File: config.mk
export PLATFORM = sky130hd
export DESIGN_NAME = pgmask_resolver
export DESIGN_NICKNAME = d
export VERILOG_FILES = /design/src/rtl/pgmask_resolver.sv
export SDC_FILE = /design/constraint.sdc
export NUM_CORES = 2
export LEC_CHECK = 0
export BUFFER_PORTS_ARGS = -buffer_cell sky130_fd_sc_hd__buf_2
export CAP_MARGIN = 20
export CORE_MARGIN = 1.5
export CORE_UTILIZATION = 65
export CTS_CLUSTER_DIAMETER = 50
export DETAILED_ROUTE_END_ITERATION = 10
export PLACE_DENSITY = 0.89
export SLEW_MARGIN = 20
export SYNTH_ARGS = -nofsm -noshare
export SYNTH_HDL_FRONTEND = slang
export SYNTH_SLANG_ARGS = --single-unit
File: constraint.sdc
create_clock -name clk -period 5.82 [get_ports clk]
set_clock_uncertainty 0.05 [all_clocks]
set_input_delay 0.582 -clock clk [delete_from_list [all_inputs] [get_ports clk]]
set_output_delay 0.582 -clock clk [all_outputs]
set_load 0.1 [all_outputs]
File: src/rtl/pgmask_resolver.sv
module pgmask_resolver #(
  parameter int NPORTS    = 11,
  parameter int AGGR_BITS = 4
) (
  input  logic                                             clk,
  input  logic                                             rst_n,
  input  logic                                             cfg_we,
  input  logic [$clog2(64 + (1 << AGGR_BITS) + NPORTS)-1:0] cfg_addr,
  input  logic [NPORTS:0]                                  cfg_wdata,
  output logic [NPORTS:0]                                  cfg_rdata,
  input  logic                                             frm_valid,
  input  logic                                             frm_hit,
  input  logic [5:0]                                       frm_dest_idx,
  input  logic [2:0]                                       frm_class,
  input  logic [AGGR_BITS-1:0]                             frm_aggr,
  input  logic [$clog2(NPORTS)-1:0]                        frm_port,
  output logic                                             res_valid,
  output logic [NPORTS:0]                                  res_mask,
  output logic                                             res_err
);
  localparam int AGGR_BASE = 64;
  localparam int SRC_BASE  = AGGR_BASE + (1 << AGGR_BITS);
  localparam int DEPTH     = SRC_BASE + NPORTS;
  localparam int W         = NPORTS + 1;
  localparam int AW        = $clog2(DEPTH);
  localparam int PW        = $clog2(NPORTS);
  localparam logic [AW-1:0] LAST_ADDR = AW'(DEPTH - 1);
  localparam logic [PW-1:0] LAST_PORT = PW'(NPORTS - 1);
  localparam logic [5:0] FLOOD_UC   = 6'd60;
  localparam logic [5:0] FLOOD_BC   = 6'd61;
  localparam logic [5:0] FLOOD_IPV4 = 6'd62;
  localparam logic [5:0] FLOOD_IPV6 = 6'd63;

  logic [W-1:0] tab [DEPTH];

  logic [5:0] flood_idx;
  logic [5:0] dst_idx;
  logic       port_ok;

  always_comb begin
    case (frm_class)
      3'd0:    flood_idx = FLOOD_UC;
      3'd3:    flood_idx = FLOOD_IPV4;
      3'd4:    flood_idx = FLOOD_IPV6;
      default: flood_idx = FLOOD_BC;
    endcase
  end

  assign dst_idx = frm_hit ? frm_dest_idx : flood_idx;
  assign port_ok = frm_port <= LAST_PORT;

  always_ff @(posedge clk or negedge rst_n) begin
    if (!rst_n) begin
      for (int i = 0; i < DEPTH; i++) tab[i] <= '0;
    end else if (cfg_we && cfg_addr <= LAST_ADDR) begin
      tab[cfg_addr] <= cfg_wdata;
    end
  end

  always_ff @(posedge clk or negedge rst_n) begin
    if (!rst_n) cfg_rdata <= '0;
    else        cfg_rdata <= (cfg_addr <= LAST_ADDR) ? tab[cfg_addr] : '0;
  end

  logic          s1_v, s1_err;
  logic [5:0]    s1_dst;
  logic [AW-1:0] s1_agg, s1_src;

  always_ff @(posedge clk or negedge rst_n) begin
    if (!rst_n) begin
      s1_v   <= 1'b0;
      s1_err <= 1'b0;
      s1_dst <= '0;
      s1_agg <= '0;
      s1_src <= '0;
    end else begin
      s1_v   <= frm_valid;
      s1_err <= frm_valid & ~port_ok;
      s1_dst <= dst_idx;
      s1_agg <= AW'(AGGR_BASE) + AW'(frm_aggr);
      s1_src <= AW'(SRC_BASE) + (port_ok ? AW'(frm_port) : '0);
    end
  end

  logic         s2_v, s2_err;
  logic [W-1:0] m_dst, m_agg, m_src;

  always_ff @(posedge clk or negedge rst_n) begin
    if (!rst_n) begin
      s2_v   <= 1'b0;
      s2_err <= 1'b0;
      m_dst  <= '0;
      m_agg  <= '0;
      m_src  <= '0;
    end else begin
      s2_v   <= s1_v;
      s2_err <= s1_err;
      m_dst  <= tab[s1_dst];
      m_agg  <= tab[s1_agg];
      m_src  <= tab[s1_src];
    end
  end

  always_ff @(posedge clk or negedge rst_n) begin
    if (!rst_n) begin
      res_valid <= 1'b0;
      res_err   <= 1'b0;
      res_mask  <= '0;
    end else begin
      res_valid <= s2_v;
      res_err   <= s2_v & s2_err;
      res_mask  <= (s2_v && !s2_err) ? (m_dst & m_agg & m_src) : '0;
    end
  end
endmodule


== Yosys cells after proc, flatten, opt, wreduce, memory -nomap -nowiden ==
Index checks and enable logic that the tools add are counted.

* Memory bits (read-only): 0
* Logic and storage cells: 150
* Output and inout bits: 26
* Memories: 0
* Input port bits: 41
* Bits in writable memories: 0
* Latch bits: 0
* Register bits: 1178

* Shifts and indexed selects: 0
* Add/sub/neg operators: 2
* Eq/ne operators: 2
* Multiplexer cells: 20
* Magnitude comparators: 7
* Div/mod/pow operators: 0
* Reduce and logical (&&, ||, !) cells: 5
* Bitwise logic cells: 9
* Multiply operators: 0

{| class="wikitable"
|+ Operators with widths
! kind !! number
|-
| $bwmux W1092 || 1
|-
| $bmux W12 S7 || 4
|-
| $mux W12 || 11
|-
| $demux W12 S7 || 1
|-
| $and A12 B12 Y12 || 2
|-
| $ge A8 B8 Y1 const B || 3
|-
| $not A7 Y8 || 3
|-
| $add A7 B4 Y7 const A || 2
|-
| $ge A7 B8 Y1 const B || 1
|-
| $lt A8 B1 Y1 const B || 1
|-
| $le A7 B7 Y1 const B || 1
|-
| $not A6 Y7 || 1
|-
| $mux W6 || 1
|-
| $pmux W2 S3 || 1
|-
| $le A4 B4 Y1 const B || 1
|-
| $mux W4 || 1
|-
| $eq A3 B2 Y1 const B || 1
|-
| $eq A3 B3 Y1 const B || 1
|-
| $logic_and A1 B1 Y1 || 3
|-
| $logic_not A3 Y1 || 1
|-
| $and A1 B1 Y1 || 2
|-
| $logic_not A1 Y1 || 1
|-
| $not A1 Y1 || 1
|}

== Longest topological paths before layout ==
* Depth in word-level cells: 6
* Depth in mapped cells: 12
* Gate-level depth less buffers: 6

== Worst setup path before layout ==
Ideal clock, no wire load.

* Path kind: input port to flip-flop
* From: input port cfg_addr[2]
* To: register cfg_rdata[9]
* Cell stages on the path: 10
* Buffers on the path: 5
* Required time: 5.620 ns
* Library setup time: 0.150 ns
* Slack: 3.314 ns
* Arrival time: 2.306 ns
* Path through: buf_4 > buf_6 > buf_2 > buf_4 > buf_2 > mux4_2 > mux2i_1 > nor2_1 > nor4_1 > o311ai_0

* Cells in the longest elaborated chain, start to end: 5
* Elaborated cells on any way between the ends: 6
* Classes of those cells: order compare (1); mux (4); bitwise (1)

{| class="wikitable"
|+ Ends and longest elaborated chain
! element !! RTL line !! source
|-
| start, declared || 8 || <nowiki>input logic [$clog2(64 + (1 << AGGR_BITS) + NPORTS)-1:0] cfg_addr,</nowiki>
|-
| $not A7 Y8 (not written as such) || 62 || <nowiki>else cfg_rdata <= (cfg_addr <= LAST_ADDR) ? tab[cfg_addr] : '0;</nowiki>
|-
| $bmux W12 S7 || 62 ||
|-
| $mux W12 (not written as such) (2 in a row) || 62 ||
|-
| $mux W12 * || 62 ||
|-
| end signal, assigned || 62 ||
|-
| end, declared || 10 || <nowiki>output logic [NPORTS:0] cfg_rdata,</nowiki>
|}

Mark *: on every way between the ends. The rest lies on a longest branch, timed or not. The select of a mux whose other input is x is not followed.
A chain may end at the register's enable or synchronous reset.

== Worst setup path in the final report ==
* From: register s1_dst[0]
* To: register m_dst[3]

* Cells in the longest elaborated chain, start to end: 4

{| class="wikitable"
|+ Ends and longest elaborated chain
! element !! RTL line !! source
|-
| start, declared || 66 || <nowiki>logic [5:0] s1_dst;</nowiki>
|-
| start signal, assigned || 79 || <nowiki>s1_dst <= dst_idx;</nowiki>
|-
| $not A6 Y7 (not written as such) || 98 || <nowiki>m_dst <= tab[s1_dst];</nowiki>
|-
| $bmux W12 S7 || 98 ||
|-
| $mux W12 (not written as such) (2 in a row) || 98 ||
|-
| end signal, assigned || 98 ||
|-
| end, declared || 86 || <nowiki>logic [W-1:0] m_dst, m_agg, m_src;</nowiki>
|}

Every way passes these cells. The select of a mux whose other input is x is not followed.

==> impl_metrics.yaml <==
detailed_routing:
  vias_per_cell: 7.92
  via_count: 45680
  wl_per_cell_um: 35.9
  drt-pass1-iter-count: 8
  drc_errors: 0
  postRouteAntennaNets: 0
  initialDrtViolationCount: 7396
  totalWireLength_um: 207000
power:
  vdd_drop_max_mv: 0.301
  leakagePower_nw: 31.6
  p_total_mw: 20.9
  powerDensity_mw_per_mm2: 301
grt:
  grt_util_met1_pct: 50.5
  grt_max_degree: 183
  grt-ovfl-total: 0
  grt_pass1_wl_um: 303000
  grt_pass1_vias: 46334
  use_met3_pct: 18.1
  antenna_found_initial: 21
  grt_usage_pct: 41.4
  busiest_layer: "met2"
  met2_usage_pct: 59.1
critical_path:
  r2r_end: "m_dst[3]$_DFF_PN0_"
  r2r_cells: 5
  cp-start-kind: "register"
  reg2reg_from: "s1_dst[0]$_DFF_PN0_"
  regToRegSetupSlack_ns: 1.85
  worst_ep_required_time_ns: 6.40
  endpoint_kind: "register"
  path_max_fanout: 37
  arrival_ns: 4.55
  critPathKind: "register to register"
place:
  io_buffers: 66
  place.gp.congestion: 1.01
  place_inst: 5504
  hpwl_um: 123000
logic_synthesis:
  syn_avg_cell_area_um2: 14.2
  netlist-cell-type-count: 62
  synthArstFlopShare_pct: 100
  ys.flop_type: "dfrtp_1"
  ys_seq_area_share_pct: 45.8
  yosysWarnings: 0
  synth_area_mm2: 0.0640
  synthCells: 4513
  synth-seq-cells: 1173
  synth-edff-count: 0
  syn_nets: 4554
status:
  outcome: "complete, no violations"
hold_path:
  worstHoldPathType: "input pin to register"
  worst_hold_path.endpoint: "s1_dst[5]$_DFF_PN0_"
  hold_depth: 2
  worstHoldStart: "frm_dest_idx[5]"
cells_and_area:
  fillers: 5751
  drive_above_1_share_pct: 45.3
  nNetsFinal: 4418
  fin_cells: 5766
  final_cell_mix: "1,163 x dfrtp_1, 1,099 x mux2_2, 478 x mux4_2"
  layout_commonest_cell: "dfrtp_1"
  ff_latch_area_mm2: 0.0294
  area_growth_syn_to_layout_pct: 8.55
  multiInputGateArea_mm2: 0.0325
timing:
  setup_viol: 0
  rsz0062_at_grt: "no"
  whs_ns: 0.0416
  fmax_mhz: 252
  timing.final.max_slew_violations: 0
  setup_tns_ns: 0
  tightest_slew_ns: 1.27
  hold_viol: 0
  slew_headroom_pct: 15.0
  finalCritPeriodShare_pct: 68.1
  min_period_ns: 3.97
die:
  io_pins: 67
  die_y_um: 317
  floorplan.initialDensity_pct: 65.9
  num_rows: 114
  die_area_mm2: 0.100
  placeableCoreArea_mm2: 0.0971
  die_w_um: 317
clock_network:
  htree_levels: 4
  clkTransAtPathRegs_ns: 0.06
  post-cts-setup-buffers: 0
  cts_max_path_buffers: 3
  cts_tree: "built"
  cts_root_buffer: "clkbuf_16"
  cts_sinks: 1173
  insertion_delay_ns: 0.81
  cts_inserted_buffers: 131
  post_cts_resized: 0
job:
  maxCapViolCount: 0
-- stage by stage --
step	instance area [um^2]	util [%]	setup slack, ns
floorplan	64000	-	3.31
global placement	64900	66.8	1.69
detailed placement	64900	66.8	1.66
CTS	69400	71.5	2.16
global route	69500	71.5	1.91
finish	69500	71.6	1.85
-- area by class of cell --
class	instances	area share [%]
well taps	1276	2.30
repair buffers	201	2.29
clock inverters	68	1.14
clock buffers	169	5.19
inverters	12	0.0648
flip-flops and latches	1173	42.3
diodes	9	0.0324
multi-input cells	2858	46.7
-- cells by family after synthesis --
logic type | synth area share, %
simple gates | 2.69
buf+inv | 3.56
compound gates | 5.35
mux | 42.6
flops | 45.8
other cells | 0.00586
-- per-layer routing --
layer	wire length, um	vias up	part of all wire, %
li1	-	17136	-
met1	68200	23112	33
met2	89500	4184	43
met3	31300	1222	15
met4	17500	26	8.5
met5	297	-	0.14
-- worst max-delay path by stage --
stage / startpoint / to / slack [ns] / cells past startpoint
floorplan: cfg_addr[2] / cfg_rdata[9]$_DFF_PN0_ / 3.31 / 10
global placement: cfg_addr[1] / cfg_rdata[9]$_DFF_PN0_ / 1.69 / 8
detailed placement: cfg_addr[1] / cfg_rdata[9]$_DFF_PN0_ / 1.66 / 8
CTS: s1_dst[0]$_DFF_PN0_ / m_dst[4]$_DFF_PN0_ / 2.16 / 6
global route: s1_dst[0]$_DFF_PN0_ / m_dst[3]$_DFF_PN0_ / 1.91 / 5
finish: s1_dst[0]$_DFF_PN0_ / m_dst[3]$_DFF_PN0_ / 1.85 / 5
-- flip-flops by register name, indices dropped and copies added (netlist names) --
signal / cells
tab: 1092
m_agg: 12
res_mask: 12
res_valid: 1
cfg_rdata: 12
s1_agg: 4
m_dst: 12
s2_v: 1
s1_src: 5
s2_err: 1
s1_err: 1
m_src: 12
s1_dst: 6
s1_v: 1
res_err: 1
-- report_power, final --
| part | leakage, nW | switching, mW | internal, mW |
|---|---|---|---|
| logic | 13.5 | 1.54 | 1.39 |
| registers | 15.9 | 0.654 | 8.79 |
| clock network | 2.15 | 3.65 | 4.86 |
| total | 31.6 | 5.85 | 15.0 |
-- synthesized netlist by cell type (12+ instances only) --
master,instances,area [um^2]
mux2i_1,370,3700
buf_6,14,158
nand3_1,32,160
o2bb2ai_1,22,193
nor2_1,99,372
mux4_2,478,10800
buf_4,36,270
mux2_1,36,405
a21oi_1,97,485
nand2_1,113,424
a22oi_1,114,856
nor2b_1,24,150
dfrtp_1,1173,29400
buf_1,35,131
o21ai_0,72,360
a41oi_1,19,166
nand4_1,12,75.1
inv_1,12,45.0
clkbuf_1,202,758
mux2_2,1099,12400
nand2b_1,40,250
buf_2,182,911
o22ai_1,122,763
-- worst max-delay path, stage by stage, from the launching register on --
cell     delay [ns]
dfrtp_4        1.03
buf_4          0.47
mux4_2         0.58
mux4_2         0.50
mux2i_1        0.94
a21oi_1        0.16
-- timing repair --
action / in CTS / in global routing
endpoints found under the hold margin: 98 / 1
endpoints found under the setup margin: 0 / 0
hold buffers: 13 / 1
Power figures use the tool's default switching activity.
